## src/rtl/pt_walker_pkg.sv

```systemverilog
package pt_walker_pkg;

    typedef enum logic [1:0] {
        WS_IDLE = 2'd0,
        WS_DIR  = 2'd1,
        WS_PTE  = 2'd2,
        WS_DONE = 2'd3
    } walk_state_e;

    localparam logic LVL_DIR = 1'b0;
    localparam logic LVL_TBL = 1'b1;

endpackage

```

## src/rtl/pt_walker_addr.sv

```systemverilog
module pt_walker_addr #(
    parameter int ADDR_W      = 32,
    parameter int OFF_W       = 12,
    parameter int IDX_W       = 10,
    parameter int ENTRY_SHIFT = 2,
    localparam int BASE_W     = ADDR_W - OFF_W
) (
    input  logic [BASE_W-1:0] base,
    input  logic [IDX_W-1:0]  idx,
    output logic [ADDR_W-1:0] addr
);
    logic [ADDR_W-1:0] table_start;
    logic [ADDR_W-1:0] idx_offset;

    assign table_start = {base, {OFF_W{1'b0}}};

    generate
        if (ENTRY_SHIFT == 0) begin : g_byte_entries
            assign idx_offset = ADDR_W'(idx);
        end else begin : g_wide_entries
            assign idx_offset = {{(ADDR_W-IDX_W-ENTRY_SHIFT){1'b0}}, idx, {ENTRY_SHIFT{1'b0}}};
        end
    endgenerate

    assign addr = table_start + idx_offset;
endmodule

```

## src/rtl/pt_walker_entry.sv

```systemverilog
module pt_walker_entry #(
    parameter int ADDR_W      = 32,
    parameter int OFF_W       = 12,
    parameter int PRESENT_BIT = 0,
    localparam int BASE_W     = ADDR_W - OFF_W
) (
    input  logic [ADDR_W-1:0] entry,
    output logic [BASE_W-1:0] base,
    output logic              present
);
    logic unused_flags;

    assign base         = entry[ADDR_W-1:OFF_W];
    assign present      = entry[PRESENT_BIT];
    assign unused_flags = ^entry[OFF_W-1:0];
endmodule

```

## src/rtl/pt_walker.sv

```systemverilog
module pt_walker
    import pt_walker_pkg::*;
#(
    parameter int ADDR_W      = 32,
    parameter int OFF_W       = 12,
    parameter int IDX_W       = 10,
    parameter int ENTRY_SHIFT = 2,
    localparam int BASE_W     = ADDR_W - OFF_W,
    localparam int DIR_LO     = OFF_W + IDX_W
) (
    input  logic              clk,
    input  logic              rst_n,
    input  logic              req_valid,
    output logic              req_ready,
    input  logic [ADDR_W-1:0] req_vaddr,
    input  logic [ADDR_W-1:0] pt_root,
    output logic              mem_req,
    output logic [ADDR_W-1:0] mem_addr,
    input  logic              mem_rvalid,
    input  logic [ADDR_W-1:0] mem_rdata,
    output logic              rsp_valid,
    output logic [ADDR_W-1:0] rsp_paddr,
    output logic              rsp_fault,
    output logic              rsp_fault_lvl
);
    typedef struct packed {
        walk_state_e       st;
        logic [ADDR_W-1:0] va;
        logic [BASE_W-1:0] base;
        logic [ADDR_W-1:0] pa;
        logic              flt;
        logic              lvl;
    } walk_t;

    walk_t             walk_d, walk_q;
    logic [IDX_W-1:0]  cur_idx;
    logic [BASE_W-1:0] ent_base;
    logic              ent_present;
    logic              unused_root;

    assign unused_root = ^pt_root[OFF_W-1:0];

    assign cur_idx = (walk_q.st == WS_DIR) ? walk_q.va[ADDR_W-1:DIR_LO]
                                           : walk_q.va[DIR_LO-1:OFF_W];

    pt_walker_addr #(
        .ADDR_W      (ADDR_W),
        .OFF_W       (OFF_W),
        .IDX_W       (IDX_W),
        .ENTRY_SHIFT (ENTRY_SHIFT)
    ) u_addr (
        .base (walk_q.base),
        .idx  (cur_idx),
        .addr (mem_addr)
    );

    pt_walker_entry #(
        .ADDR_W      (ADDR_W),
        .OFF_W       (OFF_W),
        .PRESENT_BIT (0)
    ) u_entry (
        .entry   (mem_rdata),
        .base    (ent_base),
        .present (ent_present)
    );

    always_comb begin
        walk_d = walk_q;
        unique case (walk_q.st)
            WS_IDLE: begin
                if (req_valid) begin
                    walk_d.st   = WS_DIR;
                    walk_d.va   = req_vaddr;
                    walk_d.base = pt_root[ADDR_W-1:OFF_W];
                    walk_d.pa   = '0;
                    walk_d.flt  = 1'b0;
                    walk_d.lvl  = LVL_DIR;
                end
            end
            WS_DIR: begin
                if (mem_rvalid) begin
                    if (ent_present) begin
                        walk_d.st   = WS_PTE;
                        walk_d.base = ent_base;
                    end else begin
                        walk_d.st  = WS_DONE;
                        walk_d.flt = 1'b1;
                        walk_d.lvl = LVL_DIR;
                    end
                end
            end
            WS_PTE: begin
                if (mem_rvalid) begin
                    walk_d.st = WS_DONE;
                    if (ent_present) begin
                        walk_d.pa = {ent_base, walk_q.va[OFF_W-1:0]};
                    end else begin
                        walk_d.flt = 1'b1;
                        walk_d.lvl = LVL_TBL;
                    end
                end
            end
            WS_DONE: begin
                walk_d.st = WS_IDLE;
            end
            default: begin
                walk_d.st = WS_IDLE;
            end
        endcase
    end

    always_ff @(posedge clk) begin
        if (!rst_n) begin
            walk_q <= '{st: WS_IDLE, va: '0, base: '0, pa: '0, flt: 1'b0, lvl: 1'b0};
        end else begin
            walk_q <= walk_d;
        end
    end

    assign req_ready     = (walk_q.st == WS_IDLE);
    assign mem_req       = (walk_q.st == WS_DIR) || (walk_q.st == WS_PTE);
    assign rsp_valid     = (walk_q.st == WS_DONE);
    assign rsp_paddr     = walk_q.pa;
    assign rsp_fault     = walk_q.flt;
    assign rsp_fault_lvl = walk_q.lvl;
endmodule

```

## config.mk

```make
export PLATFORM = sky130hd
export DESIGN_NAME = pt_walker
export DESIGN_NICKNAME = d
export VERILOG_FILES = /design/src/rtl/pt_walker_pkg.sv /design/src/rtl/pt_walker_addr.sv /design/src/rtl/pt_walker_entry.sv /design/src/rtl/pt_walker.sv
export SDC_FILE = /design/constraint.sdc
export NUM_CORES = 1
export LEC_CHECK = 0
export BUFFER_PORTS_ARGS = -buffer_cell sky130_fd_sc_hd__buf_2
export CAP_MARGIN = 20
export CORE_MARGIN = 8
export CORE_UTILIZATION = 52
export DETAILED_ROUTE_END_ITERATION = 8
export GPL_ROUTABILITY_DRIVEN = 0
export PLACE_DENSITY = 0.84
export SYNTH_ARGS = -nofsm -noshare
export SYNTH_HDL_FRONTEND = slang
export SYNTH_SLANG_ARGS = --single-unit
```

## constraint.sdc

```tcl
create_clock -name clk -period 4.3 [get_ports clk]
set_clock_uncertainty 0.2 [all_clocks]
set_input_delay 0.645 -clock clk [delete_from_list [all_inputs] [get_ports clk]]
set_output_delay 0.645 -clock clk [all_outputs]
set_load 0.02 [all_outputs]
```

# ---- Yosys cells after proc, flatten, opt, wreduce, memory -nomap -nowiden
# Index checks and enable logic that the tools add are counted.
# Widths: inputs -> output; s select.
dict set report word_totals {
  regBits 88
  input_bits 100
  out_inout_bits 69
  wordCells 43
}
dict set report op_classes {
  n_reduce_logical 10
  eq_ne 10
  addsub 1
  muxes 16
}
# cell count
set op_table {}
lappend op_table {{$mux 88} 1}
lappend op_table {{$pmux 32 s2} 1}
lappend op_table {{$mux 20} 2}
lappend op_table {{$pmux 20 s2} 1}
lappend op_table {{$mux 34} 1}
lappend op_table {{$add 32x12->32} 1}
lappend op_table {{$mux 32} 1}
lappend op_table {{$ne 2x2->1 const B} 7}
lappend op_table {{$mux 10} 1}
lappend op_table {{$mux 2} 5}
lappend op_table {{$pmux 2 s4} 1}
lappend op_table {{$reduce_and 4->1} 2}
lappend op_table {{$pmux 2 s3} 1}
lappend op_table {{$reduce_and 6->1} 1}
lappend op_table {{$eq 2x2->1 const B} 2}
lappend op_table {{$reduce_bool 2->1} 2}
lappend op_table {{$reduce_and 3->1} 1}
lappend op_table {{$reduce_bool 3->1} 1}
lappend op_table {{$eq 2x1->1 const B} 1}
lappend op_table {{$logic_not 2->1} 1}
lappend op_table {{$reduce_and 2->1} 1}
lappend op_table {{$logic_or 1x1->1} 1}
lappend op_table {{$mux 1} 1}

# ---- Depth between registers and ports, before layout
dict set report depth {
  ltp_word 3
  mapped_depth 9
  depth_no_buf 6
}

# ---- Hierarchy
# Synthesis repeated with hierarchy kept, for this count alone.
dict set report unflattened {
  hier_cells 513
  area_unflattened_um2 4619.4
}
# mod seq_area_each_um2 cells_each area_each_um2 instances
set modules_own_cells {}
lappend modules_own_cells {pt_walker 1761.7 459 4217.8 1}
lappend modules_own_cells {pt_walker_addr 0.0 33 244.0 1}
lappend modules_own_cells {pt_walker_entry 0.0 21 157.7 1}

# ---- Worst setup path after synthesis
# Ideal clock, no wire load.
dict set report synth_timing {
  path_kind {register to output}
  start {register walk_q[87] (netlist name)}
  end {output port mem_addr[10]}
  required_ns 3.455
  slack_ns 2.051
  path_buffers 1
  t_arrival_ns 1.404
  stages_incl_launch_ff 5
  cell_sequence {dfxtp_1 -> inv_1 -> ha_1 -> buf_1 -> mux2_2}
}
dict set report synth_via {
  elab_chain_len 3
}
# element line
set synth_rtl {}
lappend synth_rtl {{start: declaration} pt_walker.sv:35} ;# walk_t walk_d, walk_q;
lappend synth_rtl {{start signal: assignment} pt_walker.sv:114} ;# walk_q <= '{st: WS_IDLE, va: '0, base: '0, pa: '0, flt: 1'b0, lvl: 1'b0};
lappend synth_rtl {{start signal: assignment} pt_walker.sv:116} ;# walk_q <= walk_d;
lappend synth_rtl {{$eq 2x1->1} pt_walker.sv:43} ;# assign cur_idx = (walk_q.st == WS_DIR) ? walk_q.va[ADDR_W-1:DIR_LO]
lappend synth_rtl {{$mux 10} pt_walker.sv:43}
lappend synth_rtl {{$add 32x12->32} pt_walker_addr.sv:25} ;# assign addr = table_start + idx_offset;
lappend synth_rtl {{end: declaration} pt_walker.sv:18} ;# output logic [ADDR_W-1:0] mem_addr,
# Every way passes these cells.

# ---- Final worst setup path
dict set report layout_timing {
  start {register walk_q[87] (netlist name)}
  end {output port mem_addr[9]}
}
# The elaborated chain is that of the path after synthesis.

==> key figures <==
Synthesis
  – Yosys top cell by area: dfxtp_1
  – Commonest cells post-synth: 91 x nand2_1, 88 x dfxtp_1, 54 x buf_4
  – Yosys cell types: 33
  – Count leader, synth: nand2_1
  – Mean post-synth cell area: roughly 9.1 sq um
  – Yosys warns: 0
  – Count of state elements after synthesis: 88
  – Asr flop ratio synth: 0%
  – Mapped cell area: 0.00439 sq mm
  – Largest cells by area after synthesis: dfxtp_1 40%, buf_4 9.2%, nand2_1 7.8%, a21boi_2 7.7%, a21boi_1 5.5%
  – EDFF count, synth: 0
  – Top cell type's share of synthesized area: around two fifths
  – Post-Syn Instances: 482
  – Main flop type after synthesis: dfxtp_1
  – Register area share after synthesis: 40.2%

Worst hold path
  – HP Class: reg2reg
  – Startpoint of the worst hold path: rsp_paddr[12]

Cells and area
  – Reg area: between 0.0015 and 0.002 sq mm
  – Layout cells sized above 1: 43.1%
  – Final Util: between 50% and 60%
  – Multi-input logic area: 0.00204 sq mm
  – Nets: 658
  – # diodes: 0
  – Layout area overhead: 11.8%
  – Fill count: 740
  – Fin area: between 0.004 and 0.005 sq mm

Place
  – Place WS: 1.60 ns
  – Hpwl dp: 7590 um
  – Placed Area: around 0.0047 sq mm
  – PortBufs: between 100 and 150

Clocking
  – CTS Sinks: 88
  – Maximum clock path buffer count: 2
  – Clk Latency, worst-skew pair: 0.36 ns
  – CTS resizes: 0
  – TritonCTS clock tree: built
  – CTS clk-pin slew, worst paths: 0.09 ns
  – Cts bufs inserted: 9
  – Hold_buf cts: 0
  – Post-CTS Setup Inserts: 0
  – Root buf cell: clkbuf_8
  – CTS H-tree lvls: 3

Detailed routing
  – Vias/cell: 5.21
  – Drt total wl: 10600 um
  – WL per Instance: 16.0 um
  – Routed via count: 3452
  – Initial DRT Pass Iterations: 4
  – Post-DRT Antenna Nets: 0
  – DR iter-0 viols: about 170
  – # DRC: 0

Critical path
  – Setup CP Type: reg2out
  – Crit-path max FO: 12
  – Crit. End Element: output port
  – Critical path's largest stage delay: 0.54 ns
  – Reg2Reg Launch Point: walk_q[86]
  – CP startpoint: walk_q[87]
  – Worst EP arrival: 1.94 ns
  – Crit start category: flip-flop
  – CP max-delay cell: ha_1
  – Critical Path RT: 3.45 ns
  – Crit-path cells: inv_1 -> ha_1 -> mux2_2 -> buf_2

Die
  – Die width: ~110 um
  – Starting density of the core: 53.4%
  – FP Rows: 33
  – DIE AREA: 0.0116 sq mm
  – Core Area: ~0.0082 sq mm
  – IO Pins: 169
  – Chip height: 108 um

Global route
  – Vias in the first global route: 3482
  – Gr usage total: approximately 18%
  – Gr ovfl total: 0
  – Largest net degree at the start of global routing: 49
  – Number of antenna violations at the first check in global routing: 0
  – First-pass GRT wire length: 16600 um

Pwr
  – Pwr dens: 582 mW/mm^2
  – Peak VDD IR: 0.438 mV
  – Pleak: 2.30 nW

Flow run
  – Max Cap Viol: 0

STA
  – Max_slew headroom: 29.3%
  – Final Critical Period: 2.78 ns
  – Max Slew Vio Count: 0
  – Final worst-path cycle share: 64.8%
  – Worst setup margin: 1.52 ns
  – Worst-Margin Slew: roughly 1.1 ns
  – Min Hold Slack: 0.252 ns
  – Setup_tns: 0 ns
  – Fin. Hold Viols: 0
  – Setup-failing EPs final: 0
  – Max Fclk: 359 MHz
  – RSZ-0062 raised after global routing: false

Status
  – Run status: completed
==> cells by family (layout without fill, tap and decap cells) <==
family,count (synthesis),count (layout),share of synthesized area (%)
mux,13,13,3.25
other cells,1,2,0.0855
simple gates,170,170,18.8
buf+inv,95,169,13.7
compound gates,109,109,22.3
fa+ha+maj,6,6,1.71
flops,88,88,40.2
==> sequential cells by signal, summed over array words and instances (netlist names) <==
signal         count
rsp_paddr         32
rsp_fault          1
walk_q            54
rsp_fault_lvl      1
==> final timing paths <==
kind	to	slack, ns	cells past startpoint
min reg2reg	rsp_paddr[12]	0.25	2
max reg2reg	rsp_paddr[17]	1.56	7
max	mem_addr[9]	1.52	4
min	rsp_paddr[12]	0.25	2
==> critical path, delay by kind of cell (launching register included) <==
kind                       cells  cell delay (ns)
adders and majority gates      1             0.54
DFF                            1             0.36
buffers and inverters          2             0.27
muxes                          1             0.41
==> layout by cell type, fill, tap and decap left out, drive strengths merged <==
cell / count
buf: 149
nand2: 121
dfxtp: 88
a21boi: 64
nand3: 32
a22oi: 19
o211a: 19
mux2: 10
clkbuf: 9
nor2b: 7
inv: 7
ha: 6
nor2: 5
mux2i: 3
nor4: 3
a211oi: 2
conb: 2
clkinv: 2
o21bai: 1
and2: 1
or4: 1
o211ai: 1
a211o: 1
o21ai: 1
o31ai: 1
clkinvlp: 1
bufinv: 1
==> where the power goes <==
part	internal (mW)	total, mW	switching (mW)	leakage [nW]
logic	0.416	1.21	0.795	1.49
clock network	0.275	0.592	0.318	0.101
registers	0.971	1.05	0.0820	0.719
total	1.66	2.86	1.19	2.30
==> layout make-up <==
type | count | share of cell area, %
timing repair buffer | 149 | 15.5
clock inverter | 7 | 1.58
multi-input combinational | 300 | 41.5
sequential | 88 | 35.9
inverter | 4 | 0.306
tap | 105 | 2.68
clock buffer | 9 | 2.52
==> metal layers <==
layer  share of wire, %  routed length [um]  up-vias  GRT usage [%]
met5                  0                   0        -              0
met4                1.2                 129        0           7.04
met3                7.7                 814       13           4.73
met2                 49                5200      116           30.2
met1                 42                4420     1612           20.0
li1                   -                   -     1711              -
==> through the flow <==
| step | power [mW] | cells |
|---|---|---|
| 2_1_floorplan | 2.11 | 483 |
| 3_3_place_gp | 2.24 | 646 |
| 3_5_place_dp | 2.29 | 646 |
| 4_1_cts | 2.87 | 662 |
| 5_1_grt | 3.02 | 662 |
| 6_report | 2.86 | 662 |
No activity file was read; power rests on OpenSTA's default activity.
